**src/rtl/pwm_pair_pkg.sv**
```systemverilog
package pwm_pair_pkg;
  typedef enum logic {
    MODE_INDEP = 1'b0,
    MODE_COMP  = 1'b1
  } pair_mode_e;

  localparam int unsigned DT_W_DEF = 8;
endpackage

```
**src/rtl/pwm_dt_timer.sv**
```systemverilog
module pwm_dt_timer #(
  parameter int unsigned DT_W = 8
) (
  input  logic            clk_i,
  input  logic            rst_ni,
  input  logic            en_i,
  input  logic            src_i,
  input  logic [DT_W-1:0] dt_i,
  output logic            edge_o,
  output logic            idle_o
);
  localparam logic [DT_W-1:0] CNT_ZERO = '0;

  logic            src_q;
  logic [DT_W-1:0] cnt_q, cnt_n;

  assign edge_o = (src_i != src_q);

  // counter is parked at zero whenever dead-time is not in use
  always_comb begin
    if (!en_i)              cnt_n = CNT_ZERO;
    else if (edge_o)        cnt_n = dt_i;
    else if (cnt_q != '0)   cnt_n = cnt_q - 1'b1;
    else                    cnt_n = CNT_ZERO;
  end

  assign idle_o = (cnt_n == CNT_ZERO);

  always_ff @(posedge clk_i or negedge rst_ni) begin
    if (!rst_ni) begin
      src_q <= 1'b0;
      cnt_q <= CNT_ZERO;
    end else begin
      src_q <= src_i;
      cnt_q <= cnt_n;
    end
  end

  // a new edge with a non-zero count always arms the blanking interval
  p_reload_on_edge_r8: assert property (@(posedge clk_i) disable iff (!rst_ni)
    (en_i && edge_o && dt_i != '0) |=> (cnt_q != '0));

  // counter stays parked while disabled
  p_parked_when_off_r3: assert property (@(posedge clk_i) disable iff (!rst_ni)
    (!en_i) |=> (cnt_q == '0));
endmodule

```
**src/rtl/pwm_pair_sel.sv**
```systemverilog
module pwm_pair_sel
  import pwm_pair_pkg::*;
(
  input  pair_mode_e mode_i,
  input  logic       ch0_i,
  input  logic       ch1_i,
  input  logic       idle_i,
  output logic       hi_o,
  output logic       lo_o
);
  always_comb begin
    unique case (mode_i)
      MODE_COMP: begin
        hi_o = ch0_i & idle_i;
        lo_o = ~ch0_i & idle_i;
      end
      default: begin
        hi_o = ch0_i;
        lo_o = ch1_i;
      end
    endcase
  end
endmodule

```
**src/rtl/pwm_pair_out.sv**
```systemverilog
module pwm_pair_out
  import pwm_pair_pkg::*;
#(
  parameter int unsigned DT_W = DT_W_DEF
) (
  input  logic            clk_i,
  input  logic            rst_ni,
  input  logic            mode_i,
  input  logic [DT_W-1:0] dt_cnt_i,
  input  logic            pwm0_i,
  input  logic            pwm1_i,
  output logic            hi_o,
  output logic            lo_o
);
  pair_mode_e mode;
  logic       dt_edge, dt_idle;
  logic       hi_n, lo_n;
  logic       hi_q, lo_q, mode_q, past_ok;

  assign mode = pair_mode_e'(mode_i);

  pwm_dt_timer #(.DT_W(DT_W)) u_timer (
    .clk_i  (clk_i),
    .rst_ni (rst_ni),
    .en_i   (mode == MODE_COMP),
    .src_i  (pwm0_i),
    .dt_i   (dt_cnt_i),
    .edge_o (dt_edge),
    .idle_o (dt_idle)
  );

  pwm_pair_sel u_sel (
    .mode_i (mode),
    .ch0_i  (pwm0_i),
    .ch1_i  (pwm1_i),
    .idle_i (dt_idle),
    .hi_o   (hi_n),
    .lo_o   (lo_n)
  );

  always_ff @(posedge clk_i or negedge rst_ni) begin
    if (!rst_ni) begin
      hi_q    <= 1'b0;
      lo_q    <= 1'b0;
      mode_q  <= 1'b0;
      past_ok <= 1'b0;
    end else begin
      hi_q    <= hi_n;
      lo_q    <= lo_n;
      mode_q  <= mode_i;
      past_ok <= 1'b1;
    end
  end

  assign hi_o = hi_q;
  assign lo_o = lo_q;

  p_no_overlap_r5: assert property (@(posedge clk_i) disable iff (!rst_ni)
    mode_q |-> !(hi_o && lo_o));

  p_indep_follow_r2: assert property (@(posedge clk_i) disable iff (!rst_ni)
    (past_ok && !mode_q) |-> (hi_o == $past(pwm0_i) && lo_o == $past(pwm1_i)));

  p_blank_on_edge_r6: assert property (@(posedge clk_i) disable iff (!rst_ni)
    (mode_i && dt_edge && dt_cnt_i != '0) |=> (!hi_o && !lo_o));

  p_zero_dt_r9: assert property (@(posedge clk_i) disable iff (!rst_ni)
    (mode_i && dt_cnt_i == '0 && (hi_o || lo_o)) |=>
      (hi_o == $past(pwm0_i) && lo_o == !$past(pwm0_i)));
endmodule

```
**config.mk**
```make
export PLATFORM = sky130hd
export DESIGN_NAME = pwm_pair_out
export DESIGN_NICKNAME = d
export VERILOG_FILES = /design/src/rtl/pwm_pair_pkg.sv /design/src/rtl/pwm_dt_timer.sv /design/src/rtl/pwm_pair_sel.sv /design/src/rtl/pwm_pair_out.sv
export SDC_FILE = /design/constraint.sdc
export NUM_CORES = 1
export LEC_CHECK = 0
export ABC_AREA = 1
export ABC_CLOCK_PERIOD_IN_PS = 3250
export BUFFER_PORTS_ARGS = -buffer_cell sky130_fd_sc_hd__buf_2
export CORE_MARGIN = 2
export CORE_UTILIZATION = 45
export CTS_CLUSTER_SIZE = 25
export DETAILED_ROUTE_END_ITERATION = 8
export GPL_ROUTABILITY_DRIVEN = 0
export PLACE_DENSITY = 0.73
export SLEW_MARGIN = 20
export SYNTH_ARGS = -nofsm -noshare
export SYNTH_HDL_FRONTEND = slang
export SYNTH_HIERARCHICAL = 1
export SYNTH_SLANG_ARGS = --single-unit
export TNS_END_PERCENT = 20
```
**constraint.sdc**
```tcl
create_clock -name clk_i -period 3.25 [get_ports clk_i]
set_clock_uncertainty 0.15 [all_clocks]
set_input_delay 0.65 -clock clk_i [delete_from_list [all_inputs] [get_ports clk_i]]
set_output_delay 0.65 -clock clk_i [all_outputs]
set_load 0.01 [all_outputs]
```
[Word level (Yosys, flattened, before mapping)]
Index checks and enable logic that the tools add are counted.
Cells by class
  $mul: 0
  div/mod/pow operators: 0
  shift operators: 0
  bitwise logic cells: 3
  multiplexer cells: 5
  add/sub/neg operators: 1
  equal/unequal tests: 1
  reduce and logical (&&, ||, !) cells: 2
  $lt $le $gt $ge: 0
Operators by type and width (number)
  2-to-1 mux 8 bit: 3
  logical NOT 8 bit: 1
  nonzero test 8 bit: 1
  subtractor 8 x 1 -> 8 bit (second input constant): 1
  bitwise AND 1 bit: 2
  2-to-1 mux 1 bit: 2
  inequality test 1 bit: 1
  inverter 1 bit: 1
Word-level totals
  latch bits: 0
  memories: 0
  flip-flop bits (word level): 11
  memory bits (read-only): 0
  RAM bits: 0
  input bits: 13
  logic and storage cells: 16

[Depth between registers and ports, before layout]
Gate-level depths: netlist (run 1).
  word-level depth: 7
  depth in mapped cells: 13
  gate-level depth less buffers: 13

[Modules after synthesis]
The synthesis (run 1) kept the hierarchy.
Modules (own cells, without submodules)
  pwm_dt_timer: seq. area each 225.2 sq um, times used 1, cells each 91, area an instance 606.8 sq um
  pwm_pair_out: seq. area each 50.0 sq um, times used 1, cells each 2, area an instance 50.0 sq um
  pwm_pair_sel: seq. area each 0.0 sq um, times used 1, cells each 7, area an instance 30.0 sq um

[Worst setup path before layout (run 1)]
Ideal clock, no wire load.
  kind: in2reg
  from: in pwm0_i
  to: reg lo_q, in the netlist lo_o
  path slack: 1.444 ns
  data required time: 3.035 ns
  cell stages on the path: 9
  arrival time: 1.591 ns
  cells stage by stage: xor2_2 -> nor2_2 -> nand2_1 -> nand2_1 -> o21ai_1 -> nand3_1 -> nor2_1 -> nand3_1 -> nand2_1
Between the ends
  cells in the longest elaborated chain, start to end: 6
RTL lines
  start: declaration: line pwm_pair_out.sv:10  | input logic pwm0_i,
  inequality test 1 bit: line pwm_dt_timer.sv:17  | assign edge_o = (src_i != src_q);
  2-to-1 mux 8 bit: line pwm_dt_timer.sv:22  | else if (edge_o) cnt_n = dt_i;
  2-to-1 mux 8 bit: line pwm_dt_timer.sv:21  | if (!en_i) cnt_n = CNT_ZERO;
  logical NOT 8 bit: line pwm_dt_timer.sv:27  | assign idle_o = (cnt_n == CNT_ZERO);
  net dt_idle: line pwm_pair_out.sv:16  | logic dt_edge, dt_idle;
  bitwise AND 1 bit: line pwm_pair_sel.sv:15  | lo_o = ~ch0_i & idle_i;
  2-to-1 mux 1 bit: line pwm_pair_sel.sv:12  | unique case (mode_i)
  net lo_n: line pwm_pair_out.sv:17  | logic hi_n, lo_n;
  end signal: assignment: line pwm_pair_out.sv:49  | lo_q <= lo_n;
  end: declaration: line pwm_pair_out.sv:18  | logic hi_q, lo_q, mode_q, past_ok;
The timed path passes the listed nets, and every way through them passes these cells.

[Worst setup path after layout (run 1)]
  from: reg u_timer.cnt_q[0]
  to: reg lo_q, in the netlist lo_o
Between the ends
  cells in the longest elaborated chain, start to end: 7
RTL lines
  start: declaration: line pwm_dt_timer.sv:15  | logic [DT_W-1:0] cnt_q, cnt_n;
  start signal: assignment: line pwm_dt_timer.sv:35  | cnt_q <= cnt_n;
  subtractor 8 x 1 -> 8 bit or nonzero test 8 bit (tied branches): line pwm_dt_timer.sv:23  | else if (cnt_q != '0) cnt_n = cnt_q - 1'b1;
  2-to-1 mux 8 bit *: line pwm_dt_timer.sv:23
  2-to-1 mux 8 bit *: line pwm_dt_timer.sv:22
  2-to-1 mux 8 bit *: line pwm_dt_timer.sv:21
  logical NOT 8 bit *: line pwm_dt_timer.sv:27
  net dt_idle: line pwm_pair_out.sv:16
  bitwise AND 1 bit *: line pwm_pair_sel.sv:15
  2-to-1 mux 1 bit *: line pwm_pair_sel.sv:12
  net lo_n: line pwm_pair_out.sv:17
The timed path passes the listed nets; every way through them passes the cells marked *.

==> results of run 1 <==
[Yosys cell counts]
library cell	number
o21ai_0	3
nor2_2	2
nand3_1	11
xnor2_1	2
a21oi_1	2
nand4_1	2
o21bai_1	1
ha_1	2
xor2_2	1
inv_2	1
or2_2	1
nand2_1	33
inv_1	17
nor2_1	10
o21ai_1	1
dfrtp_1	11
[registers in the layout (all words and copies together), names as in the netlist]
name,cells
hi_o,1
lo_o,1
u_timer/cnt_q,8
u_timer/src_q,1
[power groups by stage]
stage	sequential, mW	clock [mW]	combinational, mW
CTS	0.164	0.0942	0.134
floorplan	0.165	0	0.0985
finish	0.164	0.0905	0.134
global route	0.166	0.0999	0.157
global placement	0.166	0	0.132
detailed placement	0.166	0	0.133
[cell families after synthesis]
| logic type | after synthesis | synth area share, % |
|---|---|---|
| adders and majority gates | 2 | 3.64 |
| DFF | 11 | 40.1 |
| AOI/OAI and AO/OA | 7 | 5.46 |
| xor gates and xnor gates | 3 | 4.92 |
| buffers and inverters | 18 | 9.84 |
| and+or+nand+nor | 59 | 36.1 |
[metal layers]
layer	track usage (%)	part of all wire [%]
met1	22.4	46
met2	29.7	49
met3	3.83	2.9
met4	10.9	1.2
met5	0	0
[layout make-up]
cell class	instances	area, um^2
fill	162	668
multi-input combinational	71	344
sequential	11	275
timing repair buffer	14	70.1
inverter	18	67.6
clock buffer	4	26.3
tap	16	20.0
[critical path, cell delays in order (launching register included)]
cell	delay, ps
dfrtp_1	360
inv_1	180
ha_1	180
nand2_1	50
nor2_1	200
nor2_2	100
nand2_1	110
nand2_1	60
o21ai_1	130
nand3_1	80
nor2_1	160
nand3_1	90
nand2_1	60
[cells in the final DEF (no fill, tap or decap)]
master and instances:
nand2_1 33, buf_2 14, inv_2 1, o21ai_1 1, o21bai_1 1, or2_2 1, nor2_2 2, dfrtp_1 11
xnor2_1 2, a21oi_1 2, clkbuf_1 1, o21ai_0 3, clkbuf_4 3, xor2_2 1, ha_1 2, nand3_1 11
inv_1 17, nand4_1 2, nor2_1 10
[worst paths after layout]
kind	start	end	slack [ps]
worst max-delay path	u_timer/cnt_q[0]	lo_o	1290
worst min-delay path	rst_ni	hi_o	90
worst max register to register	u_timer/cnt_q[0]	lo_o	1290
worst min register to register	u_timer/cnt_q[5]	u_timer/cnt_q[5]	530
max in group asynchronous	rst_ni	u_timer/cnt_q[2]	2660
min in group clk_i	pwm0_i	u_timer/src_q	420
[per-stage QoR]
step                      util (%)  hold slack (ps)  instances  worst slack (ps)  instance area, um^2
final                         54.6             90.3        134              1290                  803
after global routing          54.6              101        134               965                  803
after CTS                     54.6             93.1        134              1270                  803
after detailed placement      52.8              381        130              1080                  777
after global placement        52.8              377        130              1160                  777
after floorplan                  -              204        100              1440                  687
==> results.cfg, run 1 <==
[run_status]
status = finished, final reports clean

[pwr]
ir_drop_mv = 0.258
power_density_mw_per_mm2 = 483
swShare_pct = 35.5
seq_power_share_pct = 42.2
p_total_mw = 0.388
p_clk_share_pct = 23.3
comb_power_share_pct = 34.5
p_switching_mw = 0.138
intPower_mw = 0.250
power_leakage_nw = 0.488

[critical_path]
crit_required_ps = 3310
crit_type = reg2reg
crit_arrival_ps = 2020
end_kind = register
rr_worst_depth = 12
crit_path_start_kind = register
cp_max_fo = 7

[run]
maxCapViolCount = 0

[timing]
finalCritPeriodShare_pct = 60.4
timing.fmax_mhz = 509
setup_tns_ps = 0
worstMarginPinSlew_ps = 369
slew_headroom_pct = 75.4
rsz0062_at_grt = no
finalSetupViolCount = 0
hold_viol = 0
finalCriticalPeriod_ps = 1960
slew_viol_final = 0

[detailed_routing]
vias_per_cell = 4.83
drtIter0Drc = 9
ant_nets = 0
detail_route.wl_per_cell_um = 10.2
finalWirelength_um = 1370
drc_errors = 0
vias = 647
drt_pre_antenna_iters = 4

[clock_network]
clockRootBuffer = clkbuf_4
htreeDepth = 1
cts_setup_buffers = 0
cts_made_buffers = 3
clock_sinks = 11
clk_pin_slew_ps = 70
postCtsHoldBufs = 0
cts_tree = done
clk_path_buf_depth = 2
clock_latency_ps = 260
cts_resized = 0

[global_routing]
grt_pass1_wl_um = 2480
grt_pass1_vias = 616
antenna_found_initial = 0
grt_use_total_pct = 18.4
grt_overflow_total = 0
grt_max_degree = 12

[synth]
ys_types = 16
synthTopCellsByArea = dfrtp_1 40%, nand2_1 18%, inv_1 9.3%, nand3_1 8.0%, nor2_1 5.5%
yosys_warnings = 6
synth_top_area_share_pct = 40.1
ys_seq_area_share_pct = 40.1
syn_area_per_cell_um2 = 6.87
syn_inst = 100
synth_top_cell_by_area = dfrtp_1
synth_nets = 115
ys_seq_elements = 11
synth_area_um2 = 687

[floorplanning]
die_w_um = 43.1
std_cell_rows = 14
die_h_um = 43.1
core_area_mm2 = 0.00147
dieArea_mm2 = 0.00186
start_util_pct = 46.7
io_pins = 15

[cells_and_area]
drive_gt1_share_pct = 18.6
area_delta_synth_final_pct = 16.9
n_antenna_cell = 0
final_nets = 134

[worst_hold_path]
min_path_type = in2async

[placed_design]
hpwlAfterDp_um = 1140
numPortBuffers = 14
(Power assumes the default switching activity.)
==> run 2: changes to the inputs <==
--- a/config.mk
+++ b/config.mk
@@ -6,7 +6,7 @@
 export NUM_CORES = 1
 export LEC_CHECK = 0
 export ABC_AREA = 1
-export ABC_CLOCK_PERIOD_IN_PS = 3250
+export ABC_CLOCK_PERIOD_IN_PS = 1900
 export BUFFER_PORTS_ARGS = -buffer_cell sky130_fd_sc_hd__buf_2
 export CORE_MARGIN = 2
 export CORE_UTILIZATION = 45
==> constraint.sdc (replaced) <==
create_clock -name clk_i -period 1.9 [get_ports clk_i]
set_clock_uncertainty 0.15 [all_clocks]
set_input_delay 0.38 -clock clk_i [delete_from_list [all_inputs] [get_ports clk_i]]
set_output_delay 0.38 -clock clk_i [all_outputs]
set_load 0.01 [all_outputs]
==> run 2 against run 1 <==
Sequential cell count unchanged. Core utilization up 3.1 points. Total power up 81%. Critical endpoint is now hi_o. Highest routed layer unchanged.
==> results.cfg, run 2 (synthesis gave the netlist of run 1 again) <==
[run_status]
status = finished, final reports clean

[floorplanning]
start_util_pct = 46.7
dieArea_mm2 = 0.00186
die_w_um = 43.1
io_pins = 15
die_h_um = 43.1
std_cell_rows = 14
core_area_mm2 = 0.00147

[pwr]
power_density_mw_per_mm2 = 826
power_leakage_nw = 0.502
ir_drop_mv = 0.483
p_total_mw = 0.701

[worst_hold_path]
min_path_type = in2reg
min_from = pwm0_i

[critical_path]
crit_path_start_kind = register
worstSetupStartpoint = u_timer/src_q
cp_max_fo = 8
end_kind = register
crit_arrival_ps = 1840
r2r-start = u_timer/src_q
crit_type = reg2reg
crit_required_ps = 1950

[detailed_routing]
vias = 651
finalWirelength_um = 1450
drt_pre_antenna_iters = 4
drtIter0Drc = 19
detail_route.wl_per_cell_um = 10.6
ant_nets = 0
drc_errors = 0
vias_per_cell = 4.75

[clock_network]
cts_tree = done
clockRootBuffer = clkbuf_4
htreeDepth = 1
clock_sinks = 11
clk_pin_slew_ps = 70
clock_latency_ps = 270
cts_made_buffers = 3
clk_path_buf_depth = 2

[cells_and_area]
largest_register = u_timer/cnt_q
final_common_cell = nand2_1
final_nets = 137
final_area_um2 = 848
drive_gt1_share_pct = 24.0
fill_cells = 151
area_delta_synth_final_pct = 23.5
largest_reg_flops = 8
n_antenna_cell = 0
mostFrequentLayoutCells = 33 x nand2_1, 16 x inv_1, 14 x buf_2, 11 x dfrtp_1, 11 x nand3_1

[run]
maxCapViolCount = 0

[global_routing]
antenna_found_initial = 0
grt_use_total_pct = 17.4
grt_pass1_vias = 590
grt_max_degree = 12
grt_pass1_wl_um = 2340
grt_overflow_total = 0

[timing]
finalCritPeriodShare_pct = 94.3
slew_headroom_pct = 72.8
finalSetupViolCount = 0
timing.fmax_mhz = 558
hold_viol = 0
worstMarginPinSlew_ps = 408
finalCriticalPeriod_ps = 1790
slew_viol_final = 0

[placed_design]
numPortBuffers = 14
dpl_cell_area_um2 = 792
hpwlAfterDp_um = 1120
==> run 2: stage by stage <==
step                instances  hold WS (ps)  utilization (%)  setup slack, ps  TNS (ps)
finish                    137           140             57.7              109         0
global placement          132           105             53.8             70.3         0
CTS                       137           132             56.3             13.1         0
detailed placement        132           110             53.8             31.5         0
global route              137           130             57.7            -23.9     -33.4
floorplan                 100         -65.6                -              173         0
==> run 2: what timing repair did <==
| item | in CTS | in global routing |
|---|---|---|
| endpoints found under the setup margin | 0 | 2 |
| buffers inserted | 0 | 0 |
| hold buffers | 1 | 0 |
| resized for setup | 0 | 8 |
| hold endpoints to repair | 11 | 0 |
==> run 2: layout make-up <==
cell class / instances / area (um^2) / area share [%]
multi-input cells: 71 / 364 / 42.9
flip-flops and latches: 11 / 275 / 32.4
repair buffers: 17 / 95.1 / 11.2
inverters: 18 / 67.6 / 7.96
clock buffers: 4 / 26.3 / 3.10
well taps: 16 / 20.0 / 2.36
==> run 2: path summary, 6_finish.rpt <==
| path | end | slack [ps] | cells past startpoint |
|---|---|---|---|
| max in group asynchronous | u_timer/cnt_q[4] | 1040 | 2 |
| hold reg to reg | u_timer/cnt_q[5] | 530 | 4 |
| setup reg to reg | hi_o | 110 | 9 |
| min in group asynchronous | u_timer/cnt_q[0] | 360 | 2 |
| hold / removal | u_timer/src_q | 140 | 1 |
| setup / recovery | hi_o | 110 | 9 |
==> run 2: critical path: stages, from the launching register on <==
cell	delay [ps]
dfrtp_1	420
xor2_2	390
nor2_4	100
nand2_1	90
nand2_1	50
o21ai_1	140
nand3_1	100
nor2_2	150
nor2_2	50
nor2_1	80
==> run 2: power by group <==
group | switching [mW] | internal [mW] | leakage [nW]
combinational | 0.158 | 0.103 | 0.345
sequential | 0.0216 | 0.261 | 0.141
clock | 0.0759 | 0.0813 | 0.0150
==> run 2: layer usage <==
metal	vias to the layer above	GRT usage [%]	part of all wire [%]
met1	280	21.9	47
met2	17	27.6	46
met3	5	2.98	4.4
met4	0	10.9	2.3
met5	-	0	0
li1	349	-	-
